File: src/rtl/tcoal_pkg.sv
package tcoal_pkg;
  // log2 of the smallest transaction, in bytes
  localparam int unsigned MIN_LG = 5;

  typedef enum logic [1:0] {
    WS_B1 = 2'd0,
    WS_B2 = 2'd1,
    WS_B4 = 2'd2
  } wsize_e;

  typedef enum logic [1:0] {
    SZ_32  = 2'd0,
    SZ_64  = 2'd1,
    SZ_128 = 2'd2
  } tsize_e;

  // code 3 is folded onto the 4-byte case
  function automatic logic [1:0] clamp_ws(input logic [1:0] ws);
    return (ws == 2'd3) ? 2'(WS_B4) : ws;
  endfunction
endpackage

File: src/rtl/tcoal_leader.sv
module tcoal_leader #(
  parameter int NT = 16,
  localparam int IW = (NT > 1) ? $clog2(NT) : 1
) (
  input  logic [NT-1:0] pend,
  output logic [IW-1:0] lead_idx
);
  // lowest set bit wins
  always_comb begin
    lead_idx = '0;
    for (int i = NT - 1; i >= 0; i--) begin
      if (pend[i]) lead_idx = IW'(i);
    end
  end
endmodule

File: src/rtl/tcoal_group.sv
module tcoal_group
  import tcoal_pkg::*;
#(
  parameter int NT = 16,
  parameter int AW = 32,
  localparam int IW = (NT > 1) ? $clog2(NT) : 1
) (
  input  logic [NT*AW-1:0] addr_flat,
  input  logic [NT-1:0]    pend,
  input  logic [IW-1:0]    lead_idx,
  input  logic [1:0]       ws,
  output logic [NT-1:0]    mask,
  output logic [1:0]       size_code,
  output logic [AW-1:0]    base
);
  logic [AW-1:0] a [NT];
  logic [AW-1:0] lead_a;
  logic [2:0]    seg_lg;
  logic [AW-1:0] seg_keep;
  logic [NT-1:0] off6, off5;
  logic          any6, any5;
  logic [2:0]    lg;

  always_comb begin
    seg_lg   = 3'(MIN_LG) + {1'b0, ws};
    seg_keep = ~((AW'(1) << seg_lg) - AW'(1));
  end

  assign lead_a = a[lead_idx];

  for (genvar i = 0; i < NT; i++) begin : g_thr
    assign a[i]    = addr_flat[i*AW +: AW];
    assign mask[i] = pend[i] && (((a[i] ^ lead_a) & seg_keep) == '0);
    assign off6[i] = mask[i] && (a[i][6] != lead_a[6]);
    assign off5[i] = mask[i] && (a[i][5] != lead_a[5]);
  end

  assign any6 = |off6;
  assign any5 = |off5;

  always_comb begin
    case (ws)
      2'(WS_B4): lg = any6 ? 3'd7 : (any5 ? 3'd6 : 3'd5);
      2'(WS_B2): lg = any5 ? 3'd6 : 3'd5;
      default:   lg = 3'd5;
    endcase
    size_code = 2'(lg - 3'(MIN_LG));
    base      = lead_a & ~((AW'(1) << lg) - AW'(1));
  end
endmodule

File: src/rtl/tcoal_top.sv
module tcoal_top
  import tcoal_pkg::*;
#(
  parameter int NT = 16,
  parameter int AW = 32
) (
  input  logic          clk,
  input  logic          rst_n,
  input  logic          grp_valid,
  output logic          grp_ready,
  input  logic [NT-1:0] grp_active,
  input  logic [NT*AW-1:0] grp_addr,
  input  logic [1:0]    grp_wsize,
  output logic          txn_valid,
  input  logic          txn_ready,
  output logic [AW-1:0] txn_base,
  output logic [1:0]    txn_size,
  output logic [NT-1:0] txn_mask,
  output logic          grp_done
);
  localparam int IW = (NT > 1) ? $clog2(NT) : 1;

  typedef enum logic {ST_IDLE, ST_BUSY} st_e;

  st_e             st;
  logic [NT-1:0]   pend;
  logic [NT*AW-1:0] addr_q;
  logic [1:0]      ws_q;
  logic [IW-1:0]   lead_idx;
  logic            accept, fire;

  assign grp_ready = (st == ST_IDLE);
  assign accept    = grp_valid && grp_ready;
  assign txn_valid = (st == ST_BUSY) && (pend != '0);
  assign grp_done  = (st == ST_BUSY) && (pend == '0);
  assign fire      = txn_valid && txn_ready;

  tcoal_leader #(.NT(NT)) u_lead (
    .pend     (pend),
    .lead_idx (lead_idx)
  );

  tcoal_group #(.NT(NT), .AW(AW)) u_grp (
    .addr_flat (addr_q),
    .pend      (pend),
    .lead_idx  (lead_idx),
    .ws        (ws_q),
    .mask      (txn_mask),
    .size_code (txn_size),
    .base      (txn_base)
  );

  always_ff @(posedge clk) begin
    if (!rst_n) begin
      st     <= ST_IDLE;
      pend   <= '0;
      addr_q <= '0;
      ws_q   <= '0;
    end else if (st == ST_IDLE) begin
      if (accept) begin
        st     <= ST_BUSY;
        pend   <= grp_active;
        addr_q <= grp_addr;
        ws_q   <= clamp_ws(grp_wsize);
      end
    end else begin
      if (fire) pend <= pend & ~txn_mask;
      if (grp_done) st <= ST_IDLE;
    end
  end
endmodule

File: config.mk
export PLATFORM = sky130hd
export DESIGN_NAME = tcoal_top
export DESIGN_NICKNAME = d
export VERILOG_FILES = /design/src/rtl/tcoal_pkg.sv /design/src/rtl/tcoal_leader.sv /design/src/rtl/tcoal_group.sv /design/src/rtl/tcoal_top.sv
export SDC_FILE = /design/constraint.sdc
export NUM_CORES = 2
export LEC_CHECK = 0
export BUFFER_PORTS_ARGS = -buffer_cell sky130_fd_sc_hd__buf_2
export CAP_MARGIN = 20
export CORE_MARGIN = 2
export CORE_UTILIZATION = 30
export CTS_CLUSTER_DIAMETER = 200
export DETAILED_ROUTE_END_ITERATION = 6
export PLACE_DENSITY_LB_ADDON = 0.05
export SLEW_MARGIN = 20
export SYNTH_ARGS = -nofsm -noshare
export SYNTH_HDL_FRONTEND = slang
export SYNTH_HIERARCHICAL = 1
export SYNTH_SLANG_ARGS = --single-unit
File: constraint.sdc
create_clock -name clk -period 9.7 [get_ports clk]
set_input_delay 1.455 -clock clk [delete_from_list [all_inputs] [get_ports clk]]
set_output_delay 1.455 -clock clk [all_outputs]
set_load 0.03 [all_outputs]
==> impl_results.md <==
* Status: finished clean
* Design area at 0.04307 mm²
* Skew-Pair Late Insertion Delay at 0.67 ns
* FP Rows at 127
* CP top delay family: compound AO/OA/AOI/OAI gates
* Post-layout min period at 9.639 ns
* Kind of end point of the critical path: output port
* Die footprint at 0.1245 mm²
* RSZ-0062 raised after global routing: false
* Finished Layout Cells at 6650
* Slowest CP cell: nor2_1
* Worst path buffer plus inverter count at 4
* GRT Util Overall at 0.3301
* Top cells by count, synth: nand2_1, dfxtp_1, a21boi_1
* Clock Skews at 0.04869 ns
* Top FF cell, synth: dfxtp_1
* Iteration-0 DRC count of the detailed router at 4676
* Post-route ant nets at 0
* Post-synthesis sequential area ratio at 0.2912
* Chip Width at 352.9 µm
* HPWL after DPL at 174100 µm
* CTS tree: yes
* Initial antenna violation count at 5
* CP dominant cell by count: nor2_1
* Top Ports at 587
* Max-cap violations at 0
* Detailed Route WL at 215500 µm
* Setup violators final at 0
* Clk sinks at 531
* Hold-fix buffers, CTS at 0
* Leading area contributor after synthesis: dfxtp_1
* Fin util at 0.3580
* Kind of start point of the critical path: register
* Mapped Area at 0.03651 mm²
* Seq cells post-synth at 531
* Top post-synthesis cells by area: dfxtp_1, nand2_1, a21boi_1
* Reg clk slew, reported paths at 0.07 ns
* Register area at 0.01063 mm²
* Die height at 352.9 µm
* H-tree depth at 3
* Initial core utilization at 0.3035
* Largest net degree at the start of global routing at 220
* Fraction of layout cells with a size suffix above 1 at 0.1964
* Crit-path cells: nor2_1 > nand2_1 > a21oi_4 > buf_12 > nor2_4 > buf_12 > a22o_1 > nor2_1 > mux2_2 > xor2_1 > o21ai_0 > o2111ai_1 > or4_1 > inv_1 > a221o_1 > a2111oi_1 > o311a_2 > o211a_1 > ha_1 > xnor2_1 > nor2_1 > buf_2
* Synth top area share at 0.2912
* Syn. warnings at 6
* Post-cts sizing count at 0
* DRC at 0
* Part of the cycle the worst path needs at 0.9937
* Leak Pwr at 17.47 nW
* Global-route wire length before repair at 292000 µm
* Worst Path Arrival at 8.18 ns
* Slew @ Worst Pin at 1.011 ns
* WL/cell at 32.41 µm
* Vias in the first global route at 35650
* Post-DP Area at 0.04076 mm²
* HP Class: reg -> reg
* Max VDD drop at 0.1430 mV
* Filler instances at 12990
* TritonRoute pass-1 iters at 6
* Max Fclk at 103.7 MHz
* Most frequent cell after synthesis: nand2_1
* DP Cell Count at 6526
* Mapped Cells at 4531
* Async set-or-reset flop fraction in the synthesized netlist at 0
* Gr ovfl total at 0
* GP Congestion at 1.017
* Total CTS buffers at 68
* Final Hold Vio Count at 0
* Area of the multi-input gates at 0.02391 mm²
* Via count at 38030
* Core footprint at 0.1203 mm²
* CTS Buffer Depth at 3
* Post-CTS Setup Inserts at 0
* Avg Cell Area, Syn at 8.058 µm²
* Distinct cells, synth at 104
* Via density at 5.719
* Fin. max-slew vios at 0
* Pwr Density at 231.3 mW/mm²
* Crit Path Max Fanout at 60
* CP required at 8.25 ns
* Fin nets at 5527
* Area delta synth->final at 17.96%
* Crit-path max cell delay at 0.75 ns
* CP Class: reg -> out
* Root buf cell: clkbuf_16
* Final setup TNS at 0 ns
* Number of synthesized flops with an enable pin at 0
* Relative slew margins at 0.3086
* PortBufs at 582
[worst register-to-register path, cell delays in order, from the launching register on]
cell	delay, ns
dfxtp_1	0.42
nor2_1	0.44
nand2_1	0.18
a21oi_4	0.49
buf_12	0.45
nor2_4	0.26
buf_12	0.22
a22o_1	0.42
nor2_1	0.76
mux2_2	0.70
xor2_1	0.13
o21ai_0	0.51
o2111ai_1	0.25
or4_1	0.63
inv_1	0.18
a41oi_1	0.13
[cells in the final DEF, fill, tap and decap left out, drive strengths merged, types with 90 or more instances in the layout]
cell type / netlist / routed
xor2: 270 / 270
o21ai: 90 / 90
buf: 221 / 719
a21boi: 545 / 545
dfxtp: 531 / 531
clkbuf: 118 / 94
mux2i: 211 / 211
a21oi: 99 / 99
xnor2: 243 / 243
nand2: 1115 / 1115
[flip-flops by register name (all words and copies together), names as in the netlist]
register and flops:
addr_q 512, pend 16, ws_q 2, st 1
[logic make-up (layout without fill, tap and decap cells)]
logic type / count (synthesis) / in the layout / synth area share
buffers and inverters: 381 / 882 / 0.05812
other: 1 / 7 / 0.0001027
multiplexers: 271 / 271 / 0.08283
flip-flops: 531 / 531 / 0.2912
AO/OA/AOI/OAI: 1196 / 1196 / 0.2431
AND/OR/NAND/NOR: 1629 / 1629 / 0.1986
XOR/XNOR: 513 / 513 / 0.1231
adder cells (fa/ha/maj): 9 / 9 / 0.003084
[area by class of cell]
cell class | count | share of cell area
Clock inverter | 27 | 0.007147
Sequential cell | 531 | 0.2468
Timing Repair Buffer | 719 | 0.09465
Inverter | 42 | 0.003661
Antenna cell | 3 | 0.0001743
Tap cell | 1612 | 0.04683
Clock buffer | 94 | 0.04558
Multi-Input combinational cell | 3622 | 0.5551
[where the power goes]
part	switching [mW]	internal, mW	leakage (nW)
combinational	3.16	1.59	12.0
clock	1.05	1.55	1.11
sequential	0.292	2.31	4.36
[per-layer routing]
layer  share of wire  vias up  GRT usage  wire length, µm
met1            0.48    18770     0.5009           104500
met4           0.038        2     0.1150             8134
met3           0.087      286    0.06346            18850
met2            0.39     2085     0.4547            84030
met5        0.000060        -          0               13
li1                -    16890          -                -
[through the flow]
step	worst slack (ns)	hold slack [ns]	power (mW)
CTS	0.06994	0.4847	9.825
finish	0.06137	0.4803	9.961
detailed placement	0.7751	0.4772	7.184
global route	0.03807	0.5135	10.24
global placement	0.5172	0.4711	7.236
floorplan	2.262	0.4446	5.344
[final timing paths]
| kind | start | end | slack [ns] | cells after the start |
|---|---|---|---|---|
| hold reg to reg | addr_q[506] | addr_q[506] | 0.48 | 2 |
| setup reg to reg | pend[2] | pend[5] | 3.39 | 15 |
| hold / removal | addr_q[506] | addr_q[506] | 0.48 | 2 |
| setup / recovery | pend[2] | txn_base[5] | 0.06 | 22 |
(Power assumes the default switching activity.)
